$ cat config.mk
export PLATFORM = sky130hd
export DESIGN_NAME = dbr_dac_code_reg
export DESIGN_NICKNAME = d
export VERILOG_FILES = /design/src/rtl/dbr_pkg.sv /design/src/rtl/dbr_nibble_latch.sv /design/src/rtl/dbr_second_rank.sv /design/src/rtl/dbr_code_view.sv /design/src/rtl/dbr_dac_code_reg.sv
export SDC_FILE = /design/constraint.sdc
export NUM_CORES = 1
export LEC_CHECK = 0
export BUFFER_PORTS_ARGS = -buffer_cell sky130_fd_sc_hd__buf_2
export CORE_MARGIN = 2
export CORE_UTILIZATION = 44
export DETAILED_ROUTE_END_ITERATION = 8
export GPL_ROUTABILITY_DRIVEN = 0
export PLACE_DENSITY = 0.81
export SYNTH_ARGS = -nofsm -noshare
export SYNTH_HDL_FRONTEND = slang
export SYNTH_SLANG_ARGS = --single-unit
$ cat constraint.sdc
create_clock -name clk_i -period 1.22 [get_ports clk_i]
set_input_delay 0.061 -clock clk_i [delete_from_list [all_inputs] [get_ports clk_i]]
set_output_delay 0.061 -clock clk_i [all_outputs]
set_load 0.005 [all_outputs]
$ cat src/rtl/dbr_pkg.sv
package dbr_pkg;
  localparam int unsigned NIB_W   = 4;
  localparam int unsigned NUM_NIB = 3;
endpackage

$ cat src/rtl/dbr_nibble_latch.sv
module dbr_nibble_latch #(
  parameter int unsigned W = 4
) (
  input  logic         clk_i,
  input  logic         rst_ni,
  input  logic         en_i,
  input  logic [W-1:0] d_i,
  output logic [W-1:0] q_o,
  output logic [W-1:0] nxt_o
);
  // value after this edge, used by the second rank for same-edge transparency
  assign nxt_o = en_i ? d_i : q_o;

  always_ff @(posedge clk_i or negedge rst_ni) begin
    if (!rst_ni) q_o <= '0;
    else         q_o <= nxt_o;
  end

  // a disabled nibble holds its value
  a_r2_nib_hold: assert property (@(posedge clk_i) disable iff (!rst_ni)
    !en_i |=> $stable(q_o));
  a_r3_nib_load: assert property (@(posedge clk_i) disable iff (!rst_ni)
    en_i |=> q_o == $past(d_i));
endmodule

$ cat src/rtl/dbr_second_rank.sv
module dbr_second_rank #(
  parameter int unsigned W = 12
) (
  input  logic         clk_i,
  input  logic         rst_ni,
  input  logic         en_i,
  input  logic [W-1:0] d_i,
  output logic [W-1:0] q_o,
  output logic         upd_o
);
  always_ff @(posedge clk_i or negedge rst_ni) begin
    if (!rst_ni) begin
      q_o   <= '0;
      upd_o <= 1'b0;
    end else begin
      upd_o <= en_i && (d_i != q_o);
      if (en_i) q_o <= d_i;
    end
  end

  a_r12_upd_on_change: assert property (@(posedge clk_i) disable iff (!rst_ni)
    !$stable(q_o) |-> upd_o);
  a_r12_upd_only_change: assert property (@(posedge clk_i) disable iff (!rst_ni)
    upd_o |-> !$stable(q_o));
  a_r7_rank_hold: assert property (@(posedge clk_i) disable iff (!rst_ni)
    !en_i |=> $stable(q_o) && !upd_o);
endmodule

$ cat src/rtl/dbr_code_view.sv
module dbr_code_view #(
  parameter int unsigned W = 12
) (
  input  logic [W-1:0] code_i,
  output logic [W-1:0] twos_o,
  output logic         mid_o
);
  localparam logic [W-1:0] MID = {1'b1, {(W-1){1'b0}}};

  assign twos_o = {~code_i[W-1], code_i[W-2:0]};
  assign mid_o  = ~|twos_o;

  always_comb begin
    a_r11_view: assert (twos_o == W'(code_i - MID) && mid_o == (code_i == MID));
  end
endmodule

$ cat src/rtl/dbr_dac_code_reg.sv
module dbr_dac_code_reg
  import dbr_pkg::*;
#(
  parameter int unsigned NW = NIB_W,
  parameter int unsigned NN = NUM_NIB
) (
  input  logic             clk_i,
  input  logic             rst_ni,
  input  logic [NW*NN-1:0] data_i,
  input  logic             wr_ni,
  input  logic [NN-1:0]    nib_ni,
  input  logic             ld_ni,
  input  logic             fmt_twos_i,
  output logic [NW*NN-1:0] code_o,
  output logic [NW*NN-1:0] twos_o,
  output logic             mid_o,
  output logic             upd_o
);
  localparam int unsigned W = NW * NN;

  logic [W-1:0]  bus_fmt;
  logic [W-1:0]  rank1_q;
  logic [W-1:0]  rank1_nxt;
  logic [NN-1:0] nib_en;
  logic          ld_en;

  // two's complement input stored as offset binary
  assign bus_fmt = {data_i[W-1] ^ fmt_twos_i, data_i[W-2:0]};
  assign ld_en   = ~(wr_ni | ld_ni);

  for (genvar i = 0; i < NN; i++) begin : g_nib
    assign nib_en[i] = ~(wr_ni | nib_ni[i]);
    dbr_nibble_latch #(.W(NW)) u_nib (
      .clk_i (clk_i),
      .rst_ni(rst_ni),
      .en_i  (nib_en[i]),
      .d_i   (bus_fmt[i*NW +: NW]),
      .q_o   (rank1_q[i*NW +: NW]),
      .nxt_o (rank1_nxt[i*NW +: NW])
    );
  end

  dbr_second_rank #(.W(W)) u_rank2 (
    .clk_i (clk_i),
    .rst_ni(rst_ni),
    .en_i  (ld_en),
    .d_i   (rank1_nxt),
    .q_o   (code_o),
    .upd_o (upd_o)
  );

  dbr_code_view #(.W(W)) u_view (
    .code_i(code_o),
    .twos_o(twos_o),
    .mid_o (mid_o)
  );

  a_r2_strobe_idle: assert property (@(posedge clk_i) disable iff (!rst_ni)
    wr_ni |=> $stable(code_o) && !upd_o);
  a_r7_needs_load: assert property (@(posedge clk_i) disable iff (!rst_ni)
    (wr_ni || ld_ni) |=> $stable(code_o));
  a_r8_through: assert property (@(posedge clk_i) disable iff (!rst_ni)
    (!wr_ni && !ld_ni && nib_ni == '0) |=>
      code_o == $past({data_i[W-1] ^ fmt_twos_i, data_i[W-2:0]}));
  a_r6_load_copy: assert property (@(posedge clk_i) disable iff (!rst_ni)
    (!wr_ni && !ld_ni && &nib_ni) |=> code_o == $past(rank1_q));
endmodule

## Yosys cells after proc, flatten, opt, wreduce, memory -nomap -nowiden

Index checks and enable logic that the tools add are counted.

| cells by class | value |
|---|---|
| eq/ne operators | 1 |
| muxes and demuxes | 3 |
| bitwise gates (word level) | 7 |
| reduce and logical (&&, ||, !) cells | 3 |

Operators by type and width:

| kind | number |
|---|---|
| 4-bit two-way mux | 3 |
| 12-bit inequality test | 1 |
| 12-bit OR reduction | 1 |
| 1-bit bitwise OR | 4 |
| 1-bit inverter | 2 |
| 1-bit logical AND | 1 |
| 1-bit logical NOT | 1 |
| 1-bit bitwise XOR | 1 |

| storage, ports and cells | value |
|---|---|
| bits in registers | 25 |
| input bits | 20 |

## Logic depth before layout (Yosys ltp)

| logic depth | value |
|---|---|
| depth after elaboration | 4 |
| mapped depth | 5 |

## By module

A second synthesis with hierarchy kept.

| second synthesis, totals | value |
|---|---|
| cell total of the unflattened synthesis | 87 |
| area, all modules | 1177.4 um^2 |

By module, submodules not included:

| module | instances | cells an instance | area an instance (um^2) | sequential area each (um^2) |
|---|---|---|---|---|
| dbr_second_rank | 1 | 42 | 604.3 | 325.3 |
| dbr_nibble_latch | 3 | 8 | 145.1 | 100.1 |
| dbr_code_view | 1 | 16 | 113.9 | 0.0 |
| dbr_dac_code_reg | 1 | 5 | 23.8 | 0.0 |

## Least setup slack after synthesis

No wires, ideal clock.

| path | value |
|---|---|
| kind | reg-to-reg |
| start | register u_rank2.q_o[11] |
| end | register u_rank2.upd_o |
| data arrival time | 1155 ps |
| required time | 1075 ps |
| path slack | -79 ps |
| stages on the path, launching flop included | 6 |
| buffers on the path | 0 |
| cell sequence | dfrtp_1 xor2_1 o22ai_1 o221ai_1 nor4bb_1 a41oi_1 |

| on the way | value |
|---|---|
| cells in the longest elaborated chain, start to end | 2 |

RTL lines:

| element | line | RTL |
|---|---|---|
| start, declared | dbr_second_rank.sv:8 | `output logic [W-1:0] q_o,` |
| start signal, assigned | dbr_second_rank.sv:17 | `if (en_i) q_o <= d_i;` |
| 12-bit inequality test | dbr_second_rank.sv:16 | `upd_o <= en_i && (d_i != q_o);` |
| 1-bit logical AND | dbr_second_rank.sv:16 |  |
| end signal, assigned | dbr_second_rank.sv:16 |  |
| end, declared | dbr_second_rank.sv:9 | `output logic upd_o` |

Every way passes these cells.
A chain may end at the register's enable or synchronous reset.

## Worst setup path in the final report

| path | value |
|---|---|
| start | register u_rank2.q_o[7] |
| end | output port mid_o |

| on the way | value |
|---|---|
| cells in the longest elaborated chain, start to end | 2 |

RTL lines:

| element | line | RTL |
|---|---|---|
| 12-bit OR reduction | dbr_code_view.sv:11 | `assign mid_o = ~\|twos_o;` |
| 1-bit logical NOT | dbr_code_view.sv:11 |  |
| end, declared | dbr_dac_code_reg.sv:16 | `output logic mid_o,` |

Every way passes these cells.

==> reports/metrics.cfg <==
[placed_design]
place_area_um2=1675
dp_hpwl_mm=2.502
dp.cells=217
portBuffers=45

[worst_setup_path]
cp_top_family=simple AND/OR/NAND/NOR gates
rrSetupSlack_ns=-0.27
slowest_delay_ns=0.40
r2r-end=u_rank2.upd_o
reg2reg_from=u_rank2.q_o[11]
required_ns=1.16
critPathKind=reg2out
end_kind=output pin
cp.arrival_ns=1.44
cp-start-kind=flop
worst-r2r-cell-count=6
path_cells=buf_4, nor4_1, and3_1, buf_2
critPathMaxFanout=5
worst-path-buf-inv=2
cpMaxStageDelayCell=dfrtp_1

[final_layout]
drive_gt1_frac=0.4821
multi_input_area_um2=614.3
seqCellArea_um2=628.1
area.growth.synth_to_final_pct=35.30
antenna_cells=0
final_nets=216
fin_area_um2=1808
num-fill-cells=235
utilization=0.6391
final_cells=226

[worst_hold_path]
hold_start=data_i[2]
min_path_type=in2reg
hold_depth=3
hold_end=g_nib[0].u_nib.q_o[2]

[cts]
cts_tree=done
cts_buffer_depth=2
cts_buffers=3
htree_levels=1
clkLatencyLatePin_ns=0.32
clkSlewWorstSetupHoldPaths_ns=0.13
clock-sinks=25
clock-root-buffer=clkbuf_4

[detailed_routing]
wl_per_cell_um=14.71
vias_per_cell=5.292
routed_wl_mm=3.324
drc_errors=0
num_vias=1196
first_iter_violations=29
ant_nets=0
dr.pass1.iters=4

[global_routing]
use_met3=0.05022
antenna_found_initial=0
grt_max_degree=26
grt_pass1_vias=1142
use_met1=0.2735
grt-ovfl-total=0
grt_usage=0.2086
grt_pass1_wl_mm=5.354
busiest_layer=met2
grt_use_met2=0.3238

[die]
fp.dieW_um=59.11
die_area_um2=3494
num_rows=19
start_util=0.4724
fp.coreArea_um2=2829
die_h_um=59.11
pin_count=46

[timing]
slew_viol_final=0
holdWs_ns=-0.01816
finalHoldViolations=1
fin_crit_ns=1.497
max_freq_ghz=0.6679
worst_pin_slew_ns=0.5668
fin_ws_ns=-0.2771
period_share=1.227
rsz0062_at_grt=yes
slew_headroom=0.6222
setup_viol=2
clock_skew_ns=0.001871

[run]
cap_violations=0

[power]
peakVddDrop_mv=0.7268
p_per_area_nw_per_um2=1374
finalPower_mw=2.485
power_leakage_nw=0.8957

[synthesis]
yosys_warnings=0
yosysUniqueCellTypes=29
synth-edff-count=0
syn-num-nets=152
async_reset_ff_frac=1.000
seq_area_frac_synth=0.4682
yosys.area.top_type=dfrtp_1
netlist.area_leader.share=0.4682
syn_avg_cell_area_um2=10.12
synth_area_um2=1336
synthFlopType=dfrtp_1
ys_seq_elements=25
synthTopCellsByArea=dfrtp_1 (47%), mux2_2 (6.7%), buf_4 (6.2%)
synthCells=132

[run_status]
status=finished with violations
violations=hold timing, setup timing

## metrics by stage
step	setup TNS (ns)	setup slack [ns]
after floorplan	-0.06592	-0.06592
after global placement	-0.3929	-0.1683
final	-0.5450	-0.2771
after global routing	-0.7014	-0.3523
after detailed placement	-0.5626	-0.2436
after CTS	-0.5613	-0.2822
## worst reg2reg max path, cell delays in order, from the launching register on
cell      delay (ns)
dfrtp_1         0.41
buf_6           0.12
xor2_2          0.13
o22ai_2         0.13
o221ai_2        0.11
nor4bb_1        0.29
a41oi_1         0.16
## layout by cell type, fill, tap and decap left out
| cell | Yosys | routed |
|---|---|---|
| nor3_1 | 1 | 1 |
| inv_1 | 15 | 14 |
| mux2i_1 | 6 | 6 |
| buf_6 | 0 | 3 |
| nand3b_1 | 2 | 2 |
| dfrtp_1 | 25 | 23 |
| nor4_1 | 5 | 3 |
| xor2_2 | 0 | 1 |
| o22ai_1 | 5 | 4 |
| clkbuf_4 | 0 | 3 |
| nand2b_1 | 1 | 1 |
| nor4bb_1 | 1 | 1 |
| a21oi_1 | 3 | 3 |
| xor2_1 | 3 | 2 |
| o21a_1 | 1 | 1 |
| a22oi_1 | 1 | 1 |
| o221ai_2 | 0 | 1 |
| nor4_4 | 0 | 2 |
| mux2i_2 | 1 | 1 |
| buf_4 | 11 | 22 |
| nand2_1 | 8 | 8 |
| xnor2_1 | 6 | 6 |
| nor2_1 | 3 | 3 |
| or2_2 | 1 | 1 |
| inv_2 | 0 | 1 |
| and3_1 | 1 | 1 |
| dfrtp_2 | 0 | 2 |
| clkbuf_1 | 2 | 1 |
| nor2b_1 | 2 | 2 |
| buf_2 | 0 | 45 |
| o22ai_2 | 0 | 1 |
| o221ai_1 | 3 | 2 |
| a2bb2oi_1 | 1 | 1 |
| dlygate4sd3_1 | 0 | 2 |
| o2bb2ai_1 | 1 | 1 |
| nor2_2 | 3 | 3 |
| a41oi_1 | 1 | 1 |
| mux2_2 | 8 | 8 |
| o21ai_0 | 11 | 11 |
## layer usage
layer  up-vias  routed length [µm]
met2        50                1623
met4         0                  62
met1       568                1487
met3         7                 150
li1        571                   -
met5         -                   0
## worst max path at each step
stage               cells after the start             from  slack (ns)             to
finish                                  4   u_rank2.q_o[7]       -0.28          mid_o
global route                            4   u_rank2.q_o[4]       -0.35          mid_o
detailed placement                      6            wr_ni       -0.24  u_rank2.upd_o
CTS                                     6  u_rank2.q_o[11]       -0.28  u_rank2.upd_o
floorplan                               5  u_rank2.q_o[11]       -0.07  u_rank2.upd_o
global placement                        6            wr_ni       -0.17  u_rank2.upd_o
## synthesized netlist by cell type, types with 3 or more instances
library cell and instances:
dfrtp_1 25, inv_1 15, buf_4 11, o21ai_0 11
mux2_2 8, nand2_1 8, mux2i_1 6, xnor2_1 6
nor4_1 5, o22ai_1 5, a21oi_1 3, nor2_1 3
nor2_2 3, o221ai_1 3, xor2_1 3
## power breakdown
part / switching, mW / internal, mW
Sequential: 0.139 / 0.970
Clock: 0.247 / 0.128
Combinational: 0.455 / 0.546
## registers in the layout (all words and copies together), names as in the netlist
name and cells:
u_rank2.upd_o 1, g_nib.u_nib.q_o 12, u_rank2.q_o 12
## timing repair
| item | 4_1_cts | 5_1_grt |
|---|---|---|
| hold buffers | 1 | 1 |
| setup buffers | 2 | 1 |
| endpoints found under the hold margin | 26 | 2 |
| gates resized for setup | 7 | 6 |
| pin swaps | 2 | 4 |
| endpoints found under the setup margin | 2 | 5 |
## final cells by class
class | count | area share
flip-flops and latches | 25 | 0.3474
multi-input cells | 79 | 0.3398
repair buffers | 72 | 0.2457
inverters | 15 | 0.03114
well taps | 31 | 0.02145
clock buffers | 4 | 0.01453
## cells by family after synthesis
family,count (synthesis),synth area share
flops,25,0.4682
simple gates,28,0.1142
mux,15,0.1227
compound gates,27,0.1264
xor+xnor,9,0.05899
buf+inv,28,0.1096
Note: power is estimated with default switching activity, not from simulation.
